==> src/rtl/prio_irq_pkg.sv <==
package prio_irq_pkg;

   // fixed system level map (bit index of the request vector)
   localparam int unsigned LVL_SCHED    = 2;
   localparam int unsigned LVL_DEV_LO   = 3;
   localparam int unsigned LVL_DEV_HI   = 26;
   localparam int unsigned LVL_PERFMON  = 27;
   localparam int unsigned LVL_TICK     = 28;
   localparam int unsigned LVL_IPI      = 29;
   localparam int unsigned LVL_POWER    = 30;

   // in-service stack operation for one cycle
   typedef enum logic [1:0] {
      STK_HOLD = 2'd0,
      STK_PUSH = 2'd1,
      STK_POP  = 2'd2,
      STK_SWAP = 2'd3
   } stk_op_e;

endpackage

==> src/rtl/prio_irq_pend.sv <==
module prio_irq_pend #(
   parameter int unsigned NUM_LINES = 32,
   localparam int unsigned LVL_W    = $clog2(NUM_LINES)
) (
   input  logic                 clk,
   input  logic                 rst_n,
   input  logic [NUM_LINES-1:0] lines_i,
   input  logic                 swi_valid_i,
   input  logic [LVL_W-1:0]     swi_num_i,
   input  logic                 clr_valid_i,
   input  logic [LVL_W-1:0]     clr_num_i,
   output logic [NUM_LINES-1:0] pend_o
);

   logic [NUM_LINES-1:0] samp_q;
   logic [NUM_LINES-1:0] soft_q;
   logic [NUM_LINES-1:0] soft_d;

   for (genvar i = 0; i < NUM_LINES; i++) begin : g_soft
      localparam logic [LVL_W-1:0] IDX = LVL_W'(i);
      logic hit_clr;
      logic hit_set;
      assign hit_clr   = clr_valid_i & (clr_num_i == IDX);
      assign hit_set   = swi_valid_i & (swi_num_i == IDX);
      // a fresh software request wins over the clear of the same level
      assign soft_d[i] = (soft_q[i] & ~hit_clr) | hit_set;
   end

   always_ff @(posedge clk) begin
      if (!rst_n) begin
         samp_q <= '0;
         soft_q <= '0;
      end else begin
         samp_q <= lines_i;
         soft_q <= soft_d;
      end
   end

   assign pend_o = samp_q | soft_q;

endmodule

==> src/rtl/prio_irq_pick.sv <==
module prio_irq_pick #(
   parameter int unsigned NUM_LINES = 32,
   localparam int unsigned LVL_W    = $clog2(NUM_LINES)
) (
   input  logic [NUM_LINES-1:0] pend_i,
   input  logic                 thr_valid_i,
   input  logic [LVL_W-1:0]     thr_i,
   input  logic                 block_i,
   output logic                 any_o,
   output logic [LVL_W-1:0]     idx_o
);

   logic [NUM_LINES-1:0] elig;
   logic                 any_raw;

   for (genvar i = 0; i < NUM_LINES; i++) begin : g_mask
      localparam logic [LVL_W-1:0] IDX = LVL_W'(i);
      assign elig[i] = pend_i[i] & (~thr_valid_i | (IDX > thr_i));
   end

   // last match wins: highest eligible index
   always_comb begin
      any_raw = 1'b0;
      idx_o   = '0;
      for (int i = 0; i < NUM_LINES; i++) begin
         if (elig[i]) begin
            any_raw = 1'b1;
            idx_o   = LVL_W'(i);
         end
      end
   end

   assign any_o = any_raw & ~block_i;

endmodule

==> src/rtl/prio_irq_stack.sv <==
module prio_irq_stack
   import prio_irq_pkg::*;
#(
   parameter int unsigned NUM_LINES   = 32,
   parameter int unsigned STACK_DEPTH = 4,
   localparam int unsigned LVL_W      = $clog2(NUM_LINES),
   localparam int unsigned CNT_W      = $clog2(STACK_DEPTH + 1)
) (
   input  logic             clk,
   input  logic             rst_n,
   input  stk_op_e          op_i,
   input  logic [LVL_W-1:0] lvl_i,
   input  logic             mode_i,
   output logic [LVL_W-1:0] top_lvl_o,
   output logic             top_mode_o,
   output logic             empty_o,
   output logic             full_o
);

   logic [CNT_W-1:0]             cnt_q;
   logic [CNT_W-1:0]             cnt_d;
   logic [CNT_W-1:0]             wr_idx;
   logic                         wr_en;
   logic [STACK_DEPTH*LVL_W-1:0] lvl_flat;
   logic [STACK_DEPTH-1:0]       mode_flat;

   always_comb begin
      wr_en  = 1'b0;
      wr_idx = cnt_q;
      cnt_d  = cnt_q;
      unique case (op_i)
         STK_PUSH: begin
            wr_en = 1'b1;
            cnt_d = cnt_q + CNT_W'(1);
         end
         STK_SWAP: begin
            wr_en  = 1'b1;
            wr_idx = cnt_q - CNT_W'(1);
         end
         STK_POP:  cnt_d = cnt_q - CNT_W'(1);
         default:  cnt_d = cnt_q;
      endcase
   end

   always_ff @(posedge clk) begin
      if (!rst_n) cnt_q <= '0;
      else        cnt_q <= cnt_d;
   end

   for (genvar j = 0; j < STACK_DEPTH; j++) begin : g_slot
      logic [LVL_W-1:0] lvl_q;
      logic             mode_q;
      always_ff @(posedge clk) begin
         if (!rst_n) begin
            lvl_q  <= '0;
            mode_q <= 1'b0;
         end else if (wr_en && (wr_idx == CNT_W'(j))) begin
            lvl_q  <= lvl_i;
            mode_q <= mode_i;
         end
      end
      assign lvl_flat[j*LVL_W +: LVL_W] = lvl_q;
      assign mode_flat[j]               = mode_q;
   end

   always_comb begin
      top_lvl_o  = '0;
      top_mode_o = 1'b0;
      for (int j = 0; j < STACK_DEPTH; j++) begin
         if (cnt_q == CNT_W'(j + 1)) begin
            top_lvl_o  = lvl_flat[j*LVL_W +: LVL_W];
            top_mode_o = mode_flat[j];
         end
      end
   end

   assign empty_o = (cnt_q == '0);
   assign full_o  = (cnt_q == CNT_W'(STACK_DEPTH));

endmodule

==> src/rtl/prio_irq_ctrl.sv <==
module prio_irq_ctrl
   import prio_irq_pkg::*;
#(
   parameter int unsigned NUM_LINES   = 32,
   parameter int unsigned STACK_DEPTH = 4,
   parameter int unsigned ADDR_W      = 32,
   parameter int unsigned VEC_SHIFT   = 2,
   parameter int unsigned RET_STEP    = 4,
   localparam int unsigned LVL_W      = $clog2(NUM_LINES)
) (
   input  logic                 clk,
   input  logic                 rst_n,
   input  logic [NUM_LINES-1:0] irq_lines,
   input  logic                 swi_valid,
   input  logic [LVL_W-1:0]     swi_num,
   input  logic [ADDR_W-1:0]    base_addr,
   input  logic [ADDR_W-1:0]    cur_pc,
   input  logic                 take,
   input  logic                 eoi,
   output logic                 irq_req,
   output logic [LVL_W-1:0]     irq_level,
   output logic [ADDR_W-1:0]    vec_addr,
   output logic [ADDR_W-1:0]    ret_addr,
   output logic                 mode_kernel,
   output logic                 svc_active,
   output logic [LVL_W-1:0]     svc_level
);

   // elaboration-time parameter checks
   if (NUM_LINES < 2 || NUM_LINES > 64) begin : g_chk_lines
      $error("prio_irq_ctrl: NUM_LINES must lie in 2..64");
   end
   if (STACK_DEPTH < 1 || STACK_DEPTH > 16) begin : g_chk_depth
      $error("prio_irq_ctrl: STACK_DEPTH must lie in 1..16");
   end
   if (ADDR_W < LVL_W + VEC_SHIFT) begin : g_chk_addr
      $error("prio_irq_ctrl: ADDR_W too narrow for the vector table");
   end

   logic [NUM_LINES-1:0] pend_vec;
   logic                 stk_empty;
   logic                 stk_full;
   logic [LVL_W-1:0]     top_lvl;
   logic                 top_mode;
   logic                 do_push;
   logic                 do_pop;
   logic                 mode_q;
   logic                 push_mode;
   stk_op_e              stk_op;

   prio_irq_pend #(.NUM_LINES(NUM_LINES)) u_pend (
      .clk         (clk),
      .rst_n       (rst_n),
      .lines_i     (irq_lines),
      .swi_valid_i (swi_valid),
      .swi_num_i   (swi_num),
      .clr_valid_i (do_push),
      .clr_num_i   (irq_level),
      .pend_o      (pend_vec)
   );

   prio_irq_pick #(.NUM_LINES(NUM_LINES)) u_pick (
      .pend_i      (pend_vec),
      .thr_valid_i (~stk_empty),
      .thr_i       (top_lvl),
      .block_i     (stk_full),
      .any_o       (irq_req),
      .idx_o       (irq_level)
   );

   assign do_push = take & irq_req;
   assign do_pop  = eoi & ~stk_empty;

   always_comb begin
      unique case ({do_push, do_pop})
         2'b11:   stk_op = STK_SWAP;
         2'b10:   stk_op = STK_PUSH;
         2'b01:   stk_op = STK_POP;
         default: stk_op = STK_HOLD;
      endcase
   end

   // on a swap the entry keeps the mode that the pop restores
   assign push_mode = do_pop ? top_mode : mode_q;

   prio_irq_stack #(
      .NUM_LINES   (NUM_LINES),
      .STACK_DEPTH (STACK_DEPTH)
   ) u_stack (
      .clk        (clk),
      .rst_n      (rst_n),
      .op_i       (stk_op),
      .lvl_i      (irq_level),
      .mode_i     (push_mode),
      .top_lvl_o  (top_lvl),
      .top_mode_o (top_mode),
      .empty_o    (stk_empty),
      .full_o     (stk_full)
   );

   always_ff @(posedge clk) begin
      if (!rst_n)       mode_q <= 1'b0;
      else if (do_push) mode_q <= 1'b1;
      else if (do_pop)  mode_q <= top_mode;
   end

   assign vec_addr    = base_addr + (ADDR_W'(irq_level) << VEC_SHIFT);
   assign ret_addr    = cur_pc + ADDR_W'(RET_STEP);
   assign mode_kernel = mode_q;
   assign svc_active  = ~stk_empty;
   assign svc_level   = top_lvl;

endmodule

==> config.mk <==
export PLATFORM = sky130hd
export DESIGN_NAME = prio_irq_ctrl
export DESIGN_NICKNAME = d
export VERILOG_FILES = /design/src/rtl/prio_irq_pkg.sv /design/src/rtl/prio_irq_pend.sv /design/src/rtl/prio_irq_pick.sv /design/src/rtl/prio_irq_stack.sv /design/src/rtl/prio_irq_ctrl.sv
export SDC_FILE = /design/constraint.sdc
export NUM_CORES = 1
export LEC_CHECK = 0
export CORE_MARGIN = 1.5
export CORE_UTILIZATION = 30
export DETAILED_ROUTE_END_ITERATION = 8
export GPL_TIMING_DRIVEN = 0
export PLACE_DENSITY = 0.62
export SLEW_MARGIN = 20
export SYNTH_ARGS = -nofsm -noshare
export SYNTH_HDL_FRONTEND = slang
export SYNTH_SLANG_ARGS = --single-unit
==> constraint.sdc <==
create_clock -name clk -period 17.25 [get_ports clk]
set_input_delay 1.725 -clock clk [delete_from_list [all_inputs] [get_ports clk]]
set_output_delay 1.725 -clock clk [all_outputs]
set_load 0.02 [all_outputs]
Word level (Yosys, flattened, before mapping) --
Index checks and enable logic that the tools add are counted.
Word-level totals: word-level logic and storage cells 440, register bits after elaboration 92, memory bits (writable) 0, latch bits 0, output and inout bits 77, bits in read-only memories 0, bits of input ports 106, memories kept 0
Operators by class: divide/modulo/power cells 0, equality and inequality tests 75, mux-type cells 77, reductions and logical operators 10, shift operators 0, magnitude comparators 32, multiply operators 0, add/sub/neg operators 4, bitwise operators 230
Operator list (number):
- $eq A5 B5 Y1 const B | 32
- $and A1 B1 Y1 | 131
- $mux W5 | 20
- $eq A5 B4 Y1 const B | 16
- $gt A5 B5 Y1 const A | 16
- $or A1 B1 Y1 | 64
- $eq A5 B3 Y1 const B | 8
- $gt A4 B5 Y1 const A | 8
- $mux W1 | 40
- $not A1 Y1 | 34
- $add A32 B3 Y32 const B | 1
- $add A32 B7 Y32 | 1
- $mux W4 | 8
- $or A32 B32 Y32 | 1
- $eq A5 B2 Y1 const B | 4
- $gt A3 B5 Y1 const A | 4
- $mux W3 | 5
- $eq A3 B2 Y1 const B | 4
- $eq A5 B1 Y1 const B | 2
- $gt A1 B5 Y1 const A | 2
- $gt A2 B5 Y1 const A | 2
- $logic_not A5 Y1 | 2
- $eq A2 B2 Y1 const B | 4
- $eq A3 B1 Y1 const B | 2
- other kinds (11) | 17

Longest topological paths before layout --
depth after elaboration 48, depth in mapped cells 29, depth with buffers taken out 23

Hierarchy --
From an unflattened synthesis, not the netlist that was laid out.
Second synthesis, totals: cell total of the unflattened synthesis 778, area total of the unflattened synthesis 6477.5 um^2
Modules (own cells, without submodules):
- prio_irq_pend | cells an instance 247, sequential area each 1281.2 um^2, area an instance 2504.9 um^2, times used 1
- prio_irq_stack | cells an instance 167, sequential area each 540.5 um^2, area an instance 1455.1 um^2, times used 1
- prio_irq_ctrl | cells an instance 194, sequential area each 20.0 um^2, area an instance 1428.9 um^2, times used 1
- prio_irq_pick | cells an instance 170, sequential area each 0.0 um^2, area an instance 1088.5 um^2, times used 1

Worst setup path after synthesis --
Ideal clock, no wire load.
path kind register -> output, start point register u_stack.cnt_q[2], end point output vec_addr[28], data arrival time 5188 ps, path buffers 4, required time 15525 ps, cell stages (with the launch flop) 28, slack 10337 ps, path through dfxtp_1 -> buf_6 -> buf_6 -> inv_1 -> ha_1 -> buf_2 -> nor4b_4 -> a22oi_1 -> and2_2 -> inv_2 -> buf_4 -> nor3_1 -> o22ai_1 -> o32ai_2 -> a2111oi_4 -> o31ai_4 -> a21oi_2 -> inv_1 -> ha_1 -> fa_1 -> a21oi_1 -> nor2_1 -> nor2_1 -> nor2b_1 -> o21bai_1 -> nor3_1 -> nand4_1 -> xnor2_1
Between the ends: word-level cells in the longest chain between the ends 40, elaborated cells on any way between the ends 134, classes of those cells add/sub: 1; order compare: 31; eq/ne: 4; mux: 35; bitwise: 62; reduce/logical: 1
RTL lines:
- start, declared | RTL line prio_irq_stack.sv:20 | logic [CNT_W-1:0] cnt_q;
- start signal, assigned | RTL line prio_irq_stack.sv:47 | else cnt_q <= cnt_d;
- $eq A3 B1 Y1 | RTL line prio_irq_stack.sv:70 | if (cnt_q == CNT_W'(j + 1)) begin
- $mux W5 (3 in a row) | RTL line prio_irq_stack.sv:70
- $mux W5 (*) | RTL line prio_irq_stack.sv:70
- net svc_level[2] | RTL line prio_irq_ctrl.sv:26 | output logic [LVL_W-1:0] svc_level
- $gt A1 B5 Y1 | RTL line prio_irq_pick.sv:18 | assign elig[i] = pend_i[i] & (~thr_valid_i | (IDX > thr_i));
- $or A1 B1 Y1 | RTL line prio_irq_pick.sv:18
- $and A1 B1 Y1 | RTL line prio_irq_pick.sv:18
- $mux W1 | RTL line prio_irq_pick.sv:26 | if (elig[i]) begin
- $mux W2 (2 in a row) | RTL line prio_irq_pick.sv:26
- $mux W3 (4 in a row) | RTL line prio_irq_pick.sv:26
- $mux W4 (8 in a row) | RTL line prio_irq_pick.sv:26
- $mux W5 (15 in a row) | RTL line prio_irq_pick.sv:26
- $mux W5 (*) | RTL line prio_irq_pick.sv:26
- net irq_level[0] | RTL line prio_irq_ctrl.sv:21 | output logic [LVL_W-1:0] irq_level,
- $add A32 B7 Y32 (*) | RTL line prio_irq_ctrl.sv:107 | assign vec_addr = base_addr + (ADDR_W'(irq_level) << VEC_SHIFT);
- end, declared | RTL line prio_irq_ctrl.sv:22 | output logic [ADDR_W-1:0] vec_addr,
Mark *: on every way through the listed nets, which the timed path passes. The rest lies on a longest branch.

Worst setup path in the final report --
start point register u_stack.cnt_q[2], end point output vec_addr[28]
Between the ends: word-level cells in the longest chain between the ends 40, elaborated cells on any way between the ends 134, classes of those cells add/sub: 1; order compare: 31; eq/ne: 4; mux: 35; bitwise: 62; reduce/logical: 1
RTL lines (RTL line):
- $eq A3 B1 Y1 | prio_irq_stack.sv:70
- $mux W5 (4 in a row) | prio_irq_stack.sv:70
- $gt A1 B5 Y1 | prio_irq_pick.sv:18
- $or A1 B1 Y1 | prio_irq_pick.sv:18
- $and A1 B1 Y1 | prio_irq_pick.sv:18
- $mux W1 | prio_irq_pick.sv:26
- $mux W2 (2 in a row) | prio_irq_pick.sv:26
- $mux W3 (4 in a row) | prio_irq_pick.sv:26
- $mux W4 (8 in a row) | prio_irq_pick.sv:26
- $mux W5 (15 in a row) | prio_irq_pick.sv:26
- $mux W5 (*) | prio_irq_pick.sv:26
- $add A32 B7 Y32 (*) | prio_irq_ctrl.sv:107
Every way passes the cells marked *; elsewhere a longest branch is shown, timed or not.

==> impl_metrics.yaml <==
sta:
  min_period_ps: 8803
  timing.fmax_mhz: 113.6
  fin_skew_ps: 5.951
  relSlewSlack_pct: 30.90
  maxSlewViolCount: 0
  hold_violations: 0
  rsz0062_at_grt: "false"
  final.setup.tns_ps: 0
  tightest_slew_ps: 1027
  setup_violations: 0
  fin_crit_sh_pct: 51.03
  hold_ws_ps: 458.2
floorplan:
  die_h_microns: 149.9
  num_io_pins: 183
  num_rows: 53
  die_x_microns: 149.9
  core_area_sq_um: 21090
  dieArea_sq_um: 22460
  start_util_pct: 30.68
yosys:
  synth_simple_gate_area_share_pct: 30.98
  synthCells: 819
  synthAdderAreaFrac_pct: 3.210
  synth_mux_area_share_pct: 1.238
  synth_xor_area_share_pct: 8.122
  postSynth.asyncResetShare_pct: 0
  yosys_warnings: 0
  netlist_area_sq_um: 6470
  ys.flop_type: "dfxtp_1"
  synth_top_family_by_area: "simple AND/OR/NAND/NOR gates"
  mappedNetlistNets: 941
  synthDistinctLibCells: 98
  synth_edf_count: 0
  ys_seq_area_share_pct: 28.47
  synth_compound_area_share_pct: 23.28
  synth-seq-cells: 92
  synthesis.area_per_instance_sq_um: 7.900
clock_tree:
  htree_num_levels: 3
  cts_hold_buf: 0
  cts_tree: "yes"
  clock_path_buffers: 2
  clock-sinks: 92
  cts-root-buf: "clkbuf_16"
  cts.repair.resized: 0
  path_clk_slew_ps: 70
  post_cts_buffers: 0
  cts_buffers: 9
  clk_latency_ps: 360
critical_path:
  r2r_cells: 23
  worst_ep_arrival_time_ps: 7080
  reg2reg_to: "u_stack.g_slot[0].mode_q"
  cp-start-kind: "register"
  cp_top_family: "compound AO/OA/AOI/OAI gates"
  worstSetupEndpointType: "output pin"
  path_buf_inv: 8
  critPathLaunch: "u_stack.cnt_q[2]"
  r2r_start: "u_stack.cnt_q[2]"
  path_max_fanout: 10
  slowest_stage: "clkdlybuf4s50_1"
  critPathKind: "register to output pin"
  critPathRequiredTime_ps: 15520
  critical_path_depth: 28
  max_stage_delay_ps: 630
  rrSetupSlack_ps: 11450
  endpoint: "vec_addr[28]"
global_route:
  grt.overflow.total: 0
  gr-usage-all-layers_pct: 19.70
  grt_pass1_wl_microns: 34280
  first_global_vias: 6352
  antenna_found_initial: 0
  grt_start_max_net_pins: 17
power:
  peakVddDrop_uv: 40.50
  power.density_nw_per_um2: 100.8
  cellLeakagePower_nw: 3.250
route:
  detail-route-antenna-nets: 0
  routed_wirelength_microns: 22250
  wl_per_cell_microns: 17.30
  first_iter_violations: 649
  dr_total_vias: 6870
  drc: 0
  vias_per_cell: 5.342
  drt_pass1_iterations: 5
cells_and_area:
  nets: 1128
  antenna_cells: 0
  postLayoutCoreUtil_pct: 42.09
  area_delta_synth_final_pct: 37.19
  layout-drive-gt1-share_pct: 8.210
  design_area_sq_um: 8876
placement:
  numPortBuffers: 176
  dp_hpwl_microns: 17570
  gp_congestion: 0.9536
  place_area_sq_um: 8576
outcome:
  status: "finished, final reports clean"
hold_path:
  holdCritPathClass: "register to register"
run:
  cap_violations: 0
==> power by group <==
group | switching [W] | internal (W) | total (W)
sequential | 0.0000169 | 0.000236 | 0.000253
combinational | 0.000261 | 0.000177 | 0.000439
clock | 0.0000891 | 0.000114 | 0.000203
total | 0.000367 | 0.000528 | 0.000895
==> flip-flops by register name, indices dropped and copies added, names as in the netlist <==
signal,flops
u_pend.soft_q,32
u_pend.samp_q,32
u_stack.g_slot.mode_q,4
u_stack.cnt_q,3
u_stack.g_slot.lvl_q,20
mode_kernel,1
==> cells by family (layout without fill, tap and decap cells) <==
logic type / count (synthesis) / in the layout
xor gates and xnor gates: 60 / 60
DFF: 92 / 92
AOI/OAI and AO/OA: 200 / 200
muxes: 8 / 8
buffers and inverters: 59 / 251
adders and majority gates: 16 / 16
and+or+nand+nor: 384 / 384
==> cell usage in the layout (no fill, tap or decap), types with 4 or more instances in the layout <==
cell type | netlist | routed
buf_2 | 9 | 9
xor2_1 | 14 | 14
a21oi_1 | 20 | 20
o22ai_1 | 13 | 13
nand2b_1 | 6 | 6
a31oi_1 | 29 | 29
a21boi_0 | 7 | 7
nor3_1 | 24 | 24
clkbuf_16 | 0 | 9
a211oi_1 | 5 | 5
clkbuf_1 | 15 | 16
clkdlybuf4s50_1 | 0 | 176
mux2i_1 | 8 | 8
dfxtp_1 | 92 | 92
and2_1 | 40 | 40
nor4_1 | 8 | 8
buf_4 | 6 | 6
xnor2_1 | 46 | 46
nand3_1 | 39 | 39
o22a_1 | 4 | 4
nor2b_1 | 15 | 15
nor2_1 | 97 | 97
o211a_1 | 6 | 6
inv_1 | 18 | 18
nor3b_1 | 7 | 7
ha_1 | 15 | 15
o21ai_0 | 44 | 44
nand2_1 | 89 | 89
nand4_1 | 8 | 8
a211o_1 | 8 | 8
inv_2 | 4 | 4
and3_1 | 17 | 17
o31ai_1 | 4 | 4
buf_6 | 5 | 5
or2_2 | 4 | 4
a32oi_1 | 5 | 5
==> area by class of cell <==
| class | instances | area [sq um] |
|---|---|---|
| multi-input combinational | 668 | 4324 |
| clock buffer | 10 | 229.0 |
| buffer | 37 | 221.5 |
| clock inverter | 6 | 71.32 |
| sequential | 92 | 1842 |
| inverter | 22 | 82.58 |
| tap | 275 | 344.1 |
| timing repair buffer | 176 | 1762 |
| fill | 2161 | 12210 |
==> worst register-to-register path, cell delays in order (launching register included) <==
cell      delay (ps)
dfxtp_1          330
buf_6            150
buf_6            160
inv_1            110
ha_1             220
buf_2            190
nor4b_4          390
a22oi_1          250
a21boi_2         340
buf_2            290
o211ai_2         150
a221oi_2         360
nand4_2          210
nor3b_1          490
and2_1           230
nor2_1           100
ha_1             290
inv_1            110
and3_1           160
a31oi_1           40
o22a_1           210
nor2_1           590
mux2i_1          270
nor2b_1           60
==> layer usage <==
metal  vias up  share of wire (%)  GRT usage (%)  wire length [microns]
met5         -                  0              0                      0
li1       3324                  -              -                      -
met3        41                9.5          5.152                   2105
met4         0                2.4          5.931                    542
met2       354                 44          31.72                   9842
met1      3151                 44          25.68                   9754
==> metrics by stage <==
step                instances   power, W  setup WS (ps)
finish                   1286  0.0008947           8447
CTS                      1286  0.0008924           8454
detailed placement       1270  0.0006877           8878
floorplan                 819  0.0005430          10340
global placement         1270  0.0006852           8930
global route             1286  0.0009447           7980
==> Yosys cell counts (7+ instances only) <==
cell type  number  area share [%]
nand3_1        39             3.0
a21oi_1        20             1.5
a31oi_1        29             2.8
a21boi_0        7            0.81
and2_1         40             3.9
o22ai_1        13             1.3
xor2_1         14             1.9
nor3b_1         7            0.81
xnor2_1        46             6.2
nor2_1         97             5.6
nor3_1         24             1.9
nor2b_1        15             1.5
ha_1           15             2.9
dfxtp_1        92              28
inv_1          18             1.0
nor4_1          8            0.77
o21ai_0        44             3.4
nand4_1         8            0.77
mux2i_1         8             1.2
clkbuf_1       15            0.87
and3_1         17             1.6
a211o_1         8             1.1
nand2_1        89             5.2
buf_2           9            0.70
==> worst min-delay path by stage <==
stage	startpoint	to	slack, ps	depth (start not counted)
CTS	u_pend.soft_q[15]	u_pend.soft_q[15]	460	2
global placement	u_pend.soft_q[15]	u_pend.soft_q[15]	440	2
global route	u_pend.soft_q[19]	u_pend.soft_q[19]	490	2
detailed placement	u_pend.soft_q[15]	u_pend.soft_q[15]	450	2
finish	u_pend.soft_q[15]	u_pend.soft_q[15]	460	2
floorplan	u_pend.soft_q[15]	u_pend.soft_q[15]	430	2
Power figures use the tool's default switching activity.
